## config.mk

```make
export PLATFORM = sky130hd
export DESIGN_NAME = pclk_divider
export DESIGN_NICKNAME = d
export VERILOG_FILES = /design/src/rtl/pclk_pkg.sv /design/src/rtl/pclk_regs.sv /design/src/rtl/pclk_period.sv /design/src/rtl/pclk_edge.sv /design/src/rtl/pclk_divider.sv
export SDC_FILE = /design/constraint.sdc
export NUM_CORES = 1
export LEC_CHECK = 0
export ABC_AREA = 1
export BUFFER_PORTS_ARGS = -buffer_cell sky130_fd_sc_hd__buf_4
export CAP_MARGIN = 20
export CORE_ASPECT_RATIO = 0.5
export CORE_UTILIZATION = 40
export DETAILED_ROUTE_END_ITERATION = 12
export REMOVE_ABC_BUFFERS = 1
export SLEW_MARGIN = 15
export SYNTH_ARGS = -nofsm -noshare
export SYNTH_HDL_FRONTEND = slang
export SYNTH_SLANG_ARGS = --single-unit
```

## constraint.sdc

```tcl
create_clock -name clk -period 3.1 [get_ports clk]
set_input_delay 0.465 -clock clk [delete_from_list [all_inputs] [get_ports clk]]
set_output_delay 0.465 -clock clk [all_outputs]
set_load 0.005 [all_outputs]
```

## src/rtl/pclk_pkg.sv

```systemverilog
package pclk_pkg;
   typedef enum logic [1:0] {
      PCK_DIV  = 2'd0,
      PCK_EDGE = 2'd1,
      PCK_CTRL = 2'd2,
      PCK_NONE = 2'd3
   } pclk_addr_e;

   localparam int FALL_LSB = 16;
   localparam int CTRL_SRC = 0;
   localparam int CTRL_INV = 1;
endpackage

```

## src/rtl/pclk_regs.sv

```systemverilog
module pclk_regs
   import pclk_pkg::*;
#(
   parameter int INT_W     = 8,
   parameter int FRAC_W    = 4,
   parameter int POS_W     = 9,
   parameter bit INVERT_EN = 1'b1
) (
   input  logic              clk,
   input  logic              rst_n,
   input  logic              wr_en_i,
   input  logic [1:0]        wr_addr_i,
   input  logic [31:0]       wr_data_i,
   output logic [INT_W-1:0]  int_o,
   output logic [FRAC_W-1:0] frac_o,
   output logic [POS_W-1:0]  rise_o,
   output logic [POS_W-1:0]  fall_o,
   output logic              src_o,
   output logic              inv_o
);
   localparam int INT_LSB = FRAC_W;

   logic [INT_W-1:0] new_int;
   logic             unused_data;

   assign new_int     = wr_data_i[INT_LSB +: INT_W];
   assign unused_data = ^wr_data_i;

   always_ff @(posedge clk) begin
      if (!rst_n) begin
         int_o  <= INT_W'(1);
         frac_o <= '0;
         rise_o <= '0;
         fall_o <= POS_W'(1);
         src_o  <= 1'b0;
      end else if (wr_en_i) begin
         case (pclk_addr_e'(wr_addr_i))
            PCK_DIV: begin
               int_o  <= (new_int == '0) ? INT_W'(1) : new_int;
               frac_o <= wr_data_i[FRAC_W-1:0];
            end
            PCK_EDGE: begin
               rise_o <= wr_data_i[POS_W-1:0];
               fall_o <= wr_data_i[FALL_LSB +: POS_W];
            end
            PCK_CTRL: src_o <= wr_data_i[CTRL_SRC];
            default: ;
         endcase
      end
   end

   generate
      if (INVERT_EN) begin : g_inv
         always_ff @(posedge clk) begin
            if (!rst_n)
               inv_o <= 1'b0;
            else if (wr_en_i && pclk_addr_e'(wr_addr_i) == PCK_CTRL)
               inv_o <= wr_data_i[CTRL_INV];
         end
      end else begin : g_no_inv
         assign inv_o = 1'b0;
      end
   endgenerate
endmodule

```

## src/rtl/pclk_period.sv

```systemverilog
module pclk_period #(
   parameter int INT_W  = 8,
   parameter int FRAC_W = 4,
   parameter int PH_W   = INT_W + 2
) (
   input  logic              clk,
   input  logic              rst_n,
   input  logic              tick_i,
   input  logic [INT_W-1:0]  sh_int_i,
   input  logic [FRAC_W-1:0] sh_frac_i,
   output logic [PH_W-1:0]   phase_o,
   output logic [PH_W-1:0]   last_o,
   output logic              wrap_o,
   output logic [INT_W-1:0]  act_int_o,
   output logic              extra_o
);
   logic [FRAC_W-1:0] acc_q;
   logic [FRAC_W:0]   acc_sum;

   assign last_o  = (PH_W'(act_int_o) << 1) + (PH_W'(extra_o) << 1) - PH_W'(1);
   assign wrap_o  = tick_i && (phase_o == last_o);
   assign acc_sum = {1'b0, acc_q} + {1'b0, sh_frac_i};

   always_ff @(posedge clk) begin
      if (!rst_n) begin
         phase_o   <= '0;
         act_int_o <= INT_W'(1);
         extra_o   <= 1'b0;
         acc_q     <= '0;
      end else if (wrap_o) begin
         phase_o   <= '0;
         act_int_o <= sh_int_i;
         extra_o   <= acc_sum[FRAC_W];
         acc_q     <= acc_sum[FRAC_W-1:0];
      end else if (tick_i) begin
         phase_o   <= phase_o + PH_W'(1);
      end
   end
endmodule

```

## src/rtl/pclk_edge.sv

```systemverilog
module pclk_edge #(
   parameter int POS_W = 9,
   parameter int PH_W  = 10
) (
   input  logic             clk,
   input  logic             rst_n,
   input  logic             tick_i,
   input  logic             wrap_i,
   input  logic [PH_W-1:0]  phase_i,
   input  logic [POS_W-1:0] sh_rise_i,
   input  logic [POS_W-1:0] sh_fall_i,
   output logic             lvl_o
);
   localparam int CW = (POS_W > PH_W) ? POS_W : PH_W;

   logic [POS_W-1:0] rise_q, fall_q;
   logic             hit_rise, hit_fall;

   assign hit_rise = (CW'(phase_i) == CW'(rise_q));
   assign hit_fall = (CW'(phase_i) == CW'(fall_q));

   always_ff @(posedge clk) begin
      if (!rst_n) begin
         rise_q <= '0;
         fall_q <= POS_W'(1);
         lvl_o  <= 1'b0;
      end else if (tick_i) begin
         if (hit_rise)
            lvl_o <= 1'b1;
         else if (hit_fall)
            lvl_o <= 1'b0;
         if (wrap_i) begin
            rise_q <= sh_rise_i;
            fall_q <= sh_fall_i;
         end
      end
   end
endmodule

```

## src/rtl/pclk_divider.sv

```systemverilog
module pclk_divider #(
   parameter int INT_W     = 8,
   parameter int FRAC_W    = 4,
   parameter int POS_W     = 9,
   parameter bit INVERT_EN = 1'b1
) (
   input  logic        clk,
   input  logic        rst_n,
   input  logic        bus_tick_i,
   input  logic        ext_tick_i,
   input  logic        wr_en_i,
   input  logic [1:0]  wr_addr_i,
   input  logic [31:0] wr_data_i,
   output logic        pix_clk_o
);
   localparam int PH_W = INT_W + 2;

   initial begin
      assert (INT_W >= 1 && FRAC_W >= 1 && INT_W + FRAC_W <= 16)
         else $error("divide field widths out of range");
      assert (POS_W >= INT_W + 1 && POS_W <= 16)
         else $error("edge position width out of range");
   end

   logic [INT_W-1:0]  sh_int, act_int;
   logic [FRAC_W-1:0] sh_frac;
   logic [POS_W-1:0]  sh_rise, sh_fall;
   logic              src_sel, inv, tick, wrap, extra, lvl;
   logic [PH_W-1:0]   phase, period_last;

   pclk_regs #(.INT_W(INT_W), .FRAC_W(FRAC_W), .POS_W(POS_W), .INVERT_EN(INVERT_EN)) u_regs (
      .clk(clk), .rst_n(rst_n), .wr_en_i(wr_en_i), .wr_addr_i(wr_addr_i),
      .wr_data_i(wr_data_i), .int_o(sh_int), .frac_o(sh_frac),
      .rise_o(sh_rise), .fall_o(sh_fall), .src_o(src_sel), .inv_o(inv)
   );

   assign tick = src_sel ? ext_tick_i : bus_tick_i;

   pclk_period #(.INT_W(INT_W), .FRAC_W(FRAC_W), .PH_W(PH_W)) u_period (
      .clk(clk), .rst_n(rst_n), .tick_i(tick), .sh_int_i(sh_int),
      .sh_frac_i(sh_frac), .phase_o(phase), .last_o(period_last),
      .wrap_o(wrap), .act_int_o(act_int), .extra_o(extra)
   );

   pclk_edge #(.POS_W(POS_W), .PH_W(PH_W)) u_edge (
      .clk(clk), .rst_n(rst_n), .tick_i(tick), .wrap_i(wrap),
      .phase_i(phase), .sh_rise_i(sh_rise), .sh_fall_i(sh_fall), .lvl_o(lvl)
   );

   assign pix_clk_o = lvl ^ inv;
endmodule

```

**Yosys cells after proc, flatten, opt, wreduce, memory -nomap -nowiden**

Cells that the tools add are included.
W data, S select, Z words.

- Add/sub/neg operators: 4
- Reductions and logical operators: 11
- Equality and inequality tests: 5
- Bitwise gates (word level): 2
- Muxes and demuxes: 4

Operators by type and width:

| operator | number |
|---|---|
| $eq A10 B9 Y1 | 2 |
| $add A10 B1 Y10 const B | 1 |
| $add A9 B2 Y10 | 1 |
| $eq A10 B10 Y1 | 1 |
| $reduce_and A2 Y1 | 5 |
| $sub A10 B1 Y10 const B | 1 |
| $logic_not A8 Y1 | 1 |
| $mux W8 | 1 |
| $add A4 B4 Y5 | 1 |
| $mux W1 | 3 |
| $eq A2 B1 Y1 const B | 1 |
| $eq A2 B2 Y1 const B | 1 |
| $logic_and A1 B1 Y1 | 2 |
| $logic_not A2 Y1 | 1 |
| $reduce_bool A2 Y1 | 1 |
| $reduce_or A2 Y1 | 1 |
| $not A1 Y1 | 1 |
| $xor A1 B1 Y1 | 1 |

- Output and inout port bits: 1
- Word-level logic and storage cells: 39
- Register bits: 74

**Depth between registers and ports, before layout**

Gate-level depths: netlist of the first run.

- Word-level depth: 5
- Mapped depth: 20

**By module**

From an unflattened synthesis of the first run, not the netlist that was laid out.

- Cell total of the unflattened synthesis: 595
- Area, all modules: 4032.6 um^2

By module, submodules not included:

| module | area an instance (um^2) | times used | sequential area each (um^2) | cells each |
|---|---|---|---|---|
| pclk_period | 1815.5 | 1 | 460.4 | 285 |
| pclk_regs | 1232.4 | 1 | 640.6 | 151 |
| pclk_edge | 950.9 | 1 | 380.4 | 150 |
| pclk_divider | 33.8 | 1 | 0.0 | 9 |

**Least setup slack after synthesis of the first run**

OpenSTA, ideal clock, no wires.

- Path type: reg-to-reg
- Start point: register u_period.act_int_o[0]
- End point: register u_period.acc_q[2]
- Data arrival time: 2.210 ns
- Required time: 2.987 ns
- Stages on the path, launching flop included: 20
- Slack: 0.777 ns
- Path buffers: 1
- Library setup time: 0.113 ns
- Cells stage by stage: dfxtp_1 inv_1 ha_1 inv_1 ha_1 inv_1 fa_1 inv_1 nand3_1 nand2_1 nand2_1 nand2_1 nand2_1 nand2_1 nand2_1 inv_1 clkbuf_1 nand3_1 nand2_1 nor2_1

- Cells in the longest elaborated chain, start to end: 4

RTL lines:

| what | RTL line | text |
|---|---|---|
| start: declaration | pclk_period.sv:14 | `output logic [INT_W-1:0] act_int_o,` |
| start signal: assignment | pclk_period.sv:32 | `act_int_o <= sh_int_i;` |
| $add A9 B2 Y10 | pclk_period.sv:20 | `assign last_o = (PH_W'(act_int_o) << 1) + (PH_W'(extra_o) << 1) - PH_W'(1);` |
| $sub A10 B1 Y10 | pclk_period.sv:20 |  |
| $eq A10 B10 Y1 | pclk_period.sv:21 | `assign wrap_o = tick_i && (phase_o == last_o);` |
| $logic_and A1 B1 Y1 | pclk_period.sv:21 |  |
| end signal: assignment | pclk_period.sv:34 | `acc_q <= acc_sum[FRAC_W-1:0];` |
| end: declaration | pclk_period.sv:17 | `logic [FRAC_W-1:0] acc_q;` |

Every way passes these cells.
A chain may end at the register's enable or synchronous reset.

**Worst setup path after layout of the first run**

- Start point: register u_period.act_int_o[0]
- End point: register u_period.acc_q[3]

The elaborated chain is that of the path after synthesis.

==> results of run 1 <==
worst paths after layout:
path,start,to,depth (start not counted)
worst max register to register,u_period.act_int_o[0],u_period.acc_q[3],19
worst min register to register,u_regs.rise_o[2],u_regs.rise_o[2],2
worst max-delay path,u_period.act_int_o[0],u_period.acc_q[3],19
worst min-delay path,wr_data_i[3],u_regs.frac_o[3],3
placed cells by master (no fill, tap or decap), types with 13 or more instances in the layout:
cell	Yosys	routed
nand2_1	104	104
nor2_1	97	96
inv_1	80	80
dfxtp_1	74	74
nand3_1	54	54
o21ai_0	34	34
buf_4	1	33
a21oi_1	31	31
xor2_1	20	20
ha_1	13	13
layout make-up:
| type | count | area share, % |
|---|---|---|
| clock buffer | 14 | 5.67 |
| clock inverter | 2 | 1.34 |
| inverter | 81 | 6.79 |
| timing repair buffer | 35 | 6.43 |
| sequential | 74 | 33.1 |
| multi-input combinational | 387 | 43.4 |
| tap | 117 | 3.27 |
flip-flops by register name, indices dropped and copies added, names as in the netlist:
| register | count |
|---|---|
| u_edge.rise_q | 9 |
| u_regs.frac_o | 4 |
| u_period.extra_o | 1 |
| u_regs.inv_o | 1 |
| u_edge.lvl_o | 1 |
| u_period.acc_q | 4 |
| u_regs.rise_o | 9 |
| u_regs.fall_o | 9 |
| u_period.act_int_o | 8 |
| u_period.phase_o | 10 |
| u_regs.int_o | 8 |
| u_regs.src_o | 1 |
| u_edge.fall_q | 9 |
layer usage:
metal | vias up | track usage [%] | part of all wire (%)
met3 | 7 | 4.41 | 3.6
li1 | 1815 | - | -
met2 | 45 | 26.7 | 40
met4 | 0 | 5.80 | 0.86
met5 | - | 0 | 0
met1 | 1487 | 27.7 | 56
worst register-to-register path, stage by stage, from the launching register on:
cell	delay, ns
dfxtp_1	0.36
inv_1	0.06
ha_1	0.18
inv_1	0.05
ha_1	0.15
inv_1	0.05
fa_1	0.38
inv_1	0.08
nand3_1	0.08
nand2_1	0.14
nand2_1	0.08
nand2_1	0.06
nand2_1	0.04
nand2_1	0.07
nand2_1	0.08
inv_1	0.31
buf_4	0.23
nand3_1	0.08
nand2_1	0.07
nor2_1	0.04
cell families (layout without fill, tap and decap cells):
family	count (synthesis)	in the layout
compound gates	71	71
xor+xnor	25	25
fa+ha+maj	15	15
buf+inv	104	132
flops	74	74
simple gates	276	276
stage by stage:
step	hold slack (ns)	cell area [sq um]	setup WS, ns
2_1_floorplan	0.429	3730	0.0648
3_3_place_gp	0.442	4160	0.440
3_5_place_dp	0.449	4160	0.415
4_1_cts	0.360	4480	0.381
5_1_grt	0.377	4480	0.169
6_report	0.371	4480	0.377
cell usage after synthesis:
master     instances  area (sq um)
nand3_1           54           270
nor2_2             1          6.26
nand2_2            1          6.26
buf_4              1          7.51
dfxtp_1           74          1480
clkinv_1           1          3.75
nand2_1          104           390
inv_1             80           300
o2111ai_1          2          17.5
nand4_1            3          18.8
nor2_1            97           364
nor3_1            10          50.1
o21ai_0           34           170
buf_2              8          40.0
a211oi_1           1          7.51
a21oi_1           31           155
a21boi_0           1          7.51
buf_1              3          11.3
or2_2              3          18.8
o21ai_1            1          5.00
fa_1               2          40.0
xnor2_1            5          43.8
ha_1              13           163
o22ai_1            1          6.26
xor2_1            20           175
nand2_4            1          11.3
clkbuf_1          10          37.5
buf_6              1          11.3
nand3b_1           2          15.0
==> results.cfg, run 1 <==
[yosys]
yosysWarnings = 0
synth_top_family_by_area = simple AND/OR/NAND/NOR gates
synth_area_sq_um = 3830
ys_seq_area_share_pct = 38.6
synth_seq_cells = 74
synth_xor_area_share_pct = 5.71
synth-simple-area-share_pct = 30.0
synthAdderAreaFrac_pct = 5.29
synth_mux_area_share_pct = 0
yosysUniqueCellTypes = 29
syn_avg_cell_area_sq_um = 6.79
syn_inst = 565
synth-compound-area-share_pct = 9.62

[global_routing]
track_usage_pct = 18.7
grt_overflow_total = 0
grt_pass1_vias = 2955
grt_pass1_wl_mm = 14.5
antenna_found_initial = 0
grt_max_degree = 66

[setup_path]
path_max_fanout = 8
path_cells = inv_1, ha_1, inv_1, ha_1, inv_1, fa_1, inv_1, nand3_1, nand2_1, nand2_1, nand2_1, nand2_1, nand2_1, nand2_1, inv_1, buf_4, nand3_1, nand2_1, nor2_1
worst_path_max_delay_cell = fa_1
cp.arrival_ns = 2.95
crit_family = buffers and inverters
critPathKind = reg -> reg
cp-end-kind = register
reg2reg_slack_ns = 0.38
cp_num_buf_inv = 6
cp.required_ns = 3.32
cp-start-kind = register
critPathMaxStageDelay_ns = 0.38
cpMostUsedCell = nand2_1

[drt]
drt.antenna.violating_nets = 0
drc = 0
wl_mm = 8.59
num_vias = 3354
drt_pass1_iterations = 5
drtIter0Drc = 147
viasPerCell = 4.72
detail_route.wl_per_cell_um = 12.1

[clocking]
clk_latency_ns = 0.33
numCtsBuffers = 9
root_buffer = clkbuf_16
clk_pin_slew_ns = 0.06
cts_tree = done
clock_sinks = 74
clock_path_buffers = 2
cts_resized = 0
cts_max_level = 3
postCtsSetupRepairBufs = 0
hold_buffers = 0

[timing]
rsz0062_at_grt = false
finalCritPeriodShare_pct = 87.8
slew_headroom_pct = 59.0
tns_ns = 0
finalHoldViolCount = 0
drv_slew = 0
max_freq_mhz = 367
skew_ns = 0.00500
setup_viol = 0
layout_min_cycle_time_ns = 2.72
tightest_slew_ns = 0.614

[cells_and_area]
multi_input_area_sq_um = 1940
finalNetCount = 642
drive_above_1_share_pct = 9.11
diodes = 0
fillerInstances = 931
ff_latch_area_sq_um = 1480
stdcell_count = 710
area_delta_synth_final_pct = 16.8
postLayoutCoreUtil_pct = 49.7

[flow_run]
cap_violations = 0

[place]
dpl.cell_count = 694
io_buffers = 28
place.gp.congestion = 0.818
post-dp-hpwl_mm = 6.18

[floorplanning]
io_pins = 40
fp-row-count = 24
chipWidth_um = 140
core_sq_um = 9010
dieHeight_um = 71.2
initial_utilization_pct = 42.6
die-area_sq_um = 10000

[outcome]
status = completed

[min_path]
hold_path_class = in -> reg
Power of run 1 is not shown: default switching activity piles up to over one toggle a cycle in this logic, so the estimate is an artifact.
==> inputs of run 2 (changes only) <==
--- a/config.mk
+++ b/config.mk
@@ -9,8 +9,9 @@
 export BUFFER_PORTS_ARGS = -buffer_cell sky130_fd_sc_hd__buf_4
 export CAP_MARGIN = 20
 export CORE_ASPECT_RATIO = 0.5
-export CORE_UTILIZATION = 40
+export CORE_UTILIZATION = 59
 export DETAILED_ROUTE_END_ITERATION = 12
+export PLACE_DENSITY = 0.8
 export REMOVE_ABC_BUFFERS = 1
 export SLEW_MARGIN = 15
 export SYNTH_ARGS = -nofsm -noshare
==> results.cfg, run 2 (synthesis results as in run 1) <==
[cells_and_area]
mostFrequentLayoutCells = nand2_1, nor2_1, inv_1
area_delta_synth_final_pct = 14.8
stdcell_count = 679
largest_reg_flops = 10
drive_above_1_share_pct = 9.31
finalNetCount = 641
fillerInstances = 523
diodes = 0
largest-register = u_period.phase_o
final_common_cell = nand2_1

[drt]
viasPerCell = 5.00
drtIter0Drc = 228
drt.antenna.violating_nets = 0
drt_pass1_iterations = 7
drc = 0
wl_mm = 8.17
num_vias = 3392
detail_route.wl_per_cell_um = 12.0

[global_routing]
grt_pass1_vias = 2880
track_usage_pct = 26.6
antenna_found_initial = 0
use_met1_pct = 38.9
grt.busiest_layer = met1
met2_usage_pct = 38.1
grt_pass1_wl_mm = 13.6
met3_usage_pct = 8.18
grt_overflow_total = 0
grt_max_degree = 66

[clocking]
clock_sinks = 74
root_buffer = clkbuf_16
cts_resized = 0
postCtsSetupRepairBufs = 0
cts_tree = done
clk_pin_slew_ns = 0.05
numCtsBuffers = 9
clk_latency_ns = 0.33
cts_max_level = 3
clock_path_buffers = 2
hold_buffers = 0

[outcome]
status = completed

[floorplanning]
io_pins = 40
core_sq_um = 6180
fp-row-count = 20
dieHeight_um = 59.0
die-area_sq_um = 6850
chipWidth_um = 116
initial_utilization_pct = 62.0

[timing]
finalCritPeriodShare_pct = 91.2
tightest_slew_ns = 0.651
slew_headroom_pct = 56.5
max_freq_mhz = 354
tns_ns = 0
finalHoldViolCount = 0
setup_viol = 0
layout_min_cycle_time_ns = 2.83
rsz0062_at_grt = false
drv_slew = 0
skew_ns = 0.00318

[power_and_ir_drop]
p_int_mw = 2.31
p_comb_share_pct = 47.5
ir_drop_mv = 0.468
switching_share_pct = 41.7
power.switching_mw = 1.65
p_seq_share_pct = 28.7
p_clk_share_pct = 23.7
p_leak_nw = 2.01
pwr_density_cell_nw_per_um2 = 899

[setup_path]
cp.arrival_ns = 3.05
cp-end-kind = register
rr_startpoint = u_period.act_int_o[0]
reg2reg_slack_ns = 0.27
cp.required_ns = 3.32
r2r_cells = 19
path_max_fanout = 14
reg2reg_to = u_edge.fall_q[1]
cp-start-kind = register
critPathKind = reg -> reg

[min_path]
min-delay-start = wr_data_i[3]
hold_path_depth = 3
hold_path_class = in -> reg
hold-path-endpoint = u_regs.frac_o[3]

[place]
io_buffers = 28
dpl.cell_count = 664
place.gp.congestion = 0.851
post-dp-hpwl_mm = 5.88

[flow_run]
cap_violations = 0
==> run 2: cell type report <==
| class | instances | area (sq um) | area share (%) |
|---|---|---|---|
| clock buffer | 12 | 256 | 5.82 |
| tap | 88 | 110 | 2.50 |
| multi-input combinational | 387 | 1940 | 44.1 |
| inverter | 81 | 304 | 6.90 |
| clock inverter | 3 | 15.0 | 0.341 |
| sequential | 74 | 1480 | 33.6 |
| timing repair buffer | 34 | 293 | 6.65 |
==> run 2: worst max path at each step <==
stage / slack, ns / end / cells after the start / start
2_1_floorplan: 0.06 / u_period.phase_o[9] / 15 / u_period.act_int_o[0]
5_1_grt: 0.03 / u_edge.fall_q[5] / 19 / u_period.extra_o
3_5_place_dp: 0.29 / u_edge.fall_q[1] / 19 / u_period.act_int_o[0]
6_report: 0.27 / u_edge.fall_q[1] / 19 / u_period.act_int_o[0]
4_1_cts: 0.28 / u_edge.fall_q[1] / 19 / u_period.extra_o
3_3_place_gp: 0.36 / u_edge.fall_q[5] / 19 / u_period.act_int_o[0]
==> run 2: stage by stage <==
| stage | area [sq um] | setup slack, ns | utilization [%] | hold WS [ns] | total power, mW |
|---|---|---|---|---|---|
| finish | 4400 | 0.272 | 71.3 | 0.377 | 3.96 |
| global route | 4400 | 0.0312 | 71.3 | 0.376 | 5.20 |
| CTS | 4400 | 0.284 | 71.3 | 0.369 | 3.98 |
| detailed placement | 4130 | 0.292 | 66.9 | 0.448 | 3.03 |
| global placement | 4130 | 0.360 | 66.9 | 0.441 | 2.27 |
| floorplan | 3730 | 0.0648 | - | 0.429 | 2.85 |
==> run 2: worst max-delay path, cell delays in order (launching register included) <==
cell	delay [ns]
dfxtp_1	0.34
inv_1	0.05
ha_1	0.20
inv_1	0.06
ha_1	0.15
inv_1	0.05
fa_1	0.38
inv_1	0.08
nand3_1	0.08
nand2_1	0.13
nand2_1	0.09
nand2_1	0.06
nand2_1	0.05
nand2_1	0.08
nand2_1	0.08
inv_1	0.39
buf_4	0.24
nand3_1	0.08
nand2_1	0.06
nor2_1	0.05
==> run 2: per-layer routing <==
| metal | routed length (um) | vias to the layer above |
|---|---|---|
| li1 | - | 1815 |
| met1 | 4170 | 1481 |
| met2 | 3370 | 90 |
| met3 | 559 | 6 |
| met4 | 68 | 0 |
| met5 | 0 | - |
==> run 2: power by group through the flow <==
stage               registers (mW)  clock network [mW]  logic [mW]
global placement              1.11                   0        1.16
global route                  1.23                1.00        2.97
detailed placement            1.16                   0        1.87
CTS                           1.14               0.956        1.88
finish                        1.14               0.940        1.88
floorplan                     1.19                   0        1.66
Power figures use the tool's default switching activity.
==> inputs of run 3 (changes only) <==
--- a/config.mk
+++ b/config.mk
@@ -10,6 +10,9 @@
 export CAP_MARGIN = 20
 export CORE_ASPECT_RATIO = 0.5
 export CORE_UTILIZATION = 59
+export CTS_BUF_LIST = sky130_fd_sc_hd__clkbuf_16
+export CTS_CLUSTER_DIAMETER = 150
+export CTS_CLUSTER_SIZE = 28
 export DETAILED_ROUTE_END_ITERATION = 12
 export PLACE_DENSITY = 0.8
 export REMOVE_ABC_BUFFERS = 1
==> results.cfg, run 3 (synthesis results as in run 1) <==
[outcome]
status = completed

[drt]
num_vias = 3414
wl_mm = 8.13
drt.antenna.violating_nets = 0
drtIter0Drc = 193
drc = 0
wl_met3_um = 496
wl_met2_mm = 3.37
wl_met1_mm = 4.16
viasPerCell = 5.03
drt_pass1_iterations = 5
dr.max_layer_used = met4
detail_route.wl_per_cell_um = 12.0

[floorplanning]
io_pins = 40
dieHeight_um = 59.0
fp-row-count = 20
core_sq_um = 6180
die-area_sq_um = 6850
chipWidth_um = 116
initial_utilization_pct = 62.0

[global_routing]
antenna_found_initial = 0
track_usage_pct = 26.7
grt_max_degree = 66
grt_pass1_vias = 2873
grt_overflow_total = 0
grt_pass1_wl_mm = 13.6

[timing]
rsz0062_at_grt = false
skew_ns = 0.00360
tightest_slew_ns = 0.620
layout_min_cycle_time_ns = 2.82
drv_slew = 0
finalHoldViolCount = 0
setup_viol = 0
max_freq_mhz = 355
finalCritPeriodShare_pct = 90.9
tns_ns = 0
slew_headroom_pct = 58.6

[cells_and_area]
diodes = 0
mostFrequentLayoutCells = nand2_1, nor2_1, inv_1
stdcell_count = 679
largest_reg_flops = 10
finalNetCount = 641
drive_above_1_share_pct = 8.97
area_delta_synth_final_pct = 14.3
final_common_cell = nand2_1
largest-register = u_period.phase_o
fillerInstances = 526

[min_path]
hold_path_class = in -> reg

[power_and_ir_drop]
ir_drop_mv = 0.468
p_int_mw = 2.24
p_leak_nw = 2.00
p_seq_share_pct = 29.5
p_comb_share_pct = 47.5
power.switching_mw = 1.63
pwr_density_cell_nw_per_um2 = 883
switching_share_pct = 42.0
p_clk_share_pct = 23.0

[clocking]
cts_max_level = 3
clock_sinks = 74
clk_pin_slew_ns = 0.05
postCtsSetupRepairBufs = 0
root_buffer = clkbuf_16
clock_path_buffers = 2
numCtsBuffers = 9
clk_latency_ns = 0.33
hold_buffers = 0
cts_tree = done
cts_resized = 0

[place]
place.gp.congestion = 0.851
dpl.cell_count = 664
io_buffers = 28
post-dp-hpwl_mm = 5.88

[setup_path]
cp.arrival_ns = 3.05
cp.required_ns = 3.33
cp-end-kind = register
critPathKind = reg -> reg
cp-start-kind = register
path_max_fanout = 14

[flow_run]
cap_violations = 0
run 3: final cells by class:
class / instances / area (sq um) / share of cell area [%]
Tap cell: 88 / 110 / 2.51
Inverter: 81 / 304 / 6.93
Timing Repair Buffer: 34 / 293 / 6.68
Sequential cell: 74 / 1480 / 33.8
Multi-Input combinational cell: 387 / 1940 / 44.3
Clock buffer: 9 / 225 / 5.14
Clock inverter: 6 / 26.3 / 0.599
run 3: critical path, cell delays in order, from the launching register on:
cell     delay [ns]
dfxtp_1        0.33
inv_1          0.07
ha_1           0.19
inv_1          0.06
ha_1           0.15
inv_1          0.05
fa_1           0.38
inv_1          0.08
nand3_1        0.08
nand2_1        0.13
nand2_1        0.09
nand2_1        0.06
nand2_1        0.05
nand2_1        0.07
nand2_1        0.08
inv_1          0.39
buf_4          0.24
nand3_1        0.08
nand2_1        0.06
nor2_1         0.05
run 3: per-layer routing:
metal / vias up / GRT usage, %
li1: 1820 / -
met1: 1494 / 39.3
met2: 90 / 38.4
met4: 0 / 6.59
met5: - / 0
met3: 10 / 7.67
run 3: path summary, 6_finish.rpt:
| check | from | to | slack, ns | cells after the start |
|---|---|---|---|---|
| setup / recovery | u_period.extra_o | u_edge.fall_q[1] | 0.28 | 19 |
| hold / removal | wr_data_i[3] | u_regs.frac_o[3] | 0.37 | 3 |
| setup reg to reg | u_period.extra_o | u_edge.fall_q[1] | 0.28 | 19 |
| hold reg to reg | u_regs.int_o[7] | u_regs.int_o[7] | 0.45 | 2 |
run 3: power by group through the flow:
stage,logic (mW),registers [mW],clock network [mW]
final,1.84,1.14,0.890
after global placement,1.16,1.11,0
after detailed placement,1.87,1.16,0
after CTS,1.88,1.14,0.901
after floorplan,1.66,1.19,0
after global routing,2.97,1.23,0.946
run 3: through the flow:
stage                     setup slack, ns  hold WS, ns  power (mW)  area [sq um]  utilization, %
after floorplan                    0.0648        0.429        2.85          3730               -
after global placement              0.360        0.441        2.27          4130            66.9
after detailed placement            0.292        0.448        3.03          4130            66.9
after CTS                           0.284        0.369        3.93          4380            70.9
after global routing               0.0312        0.376        5.15          4380            70.9
final                               0.281        0.375        3.87          4380            70.9
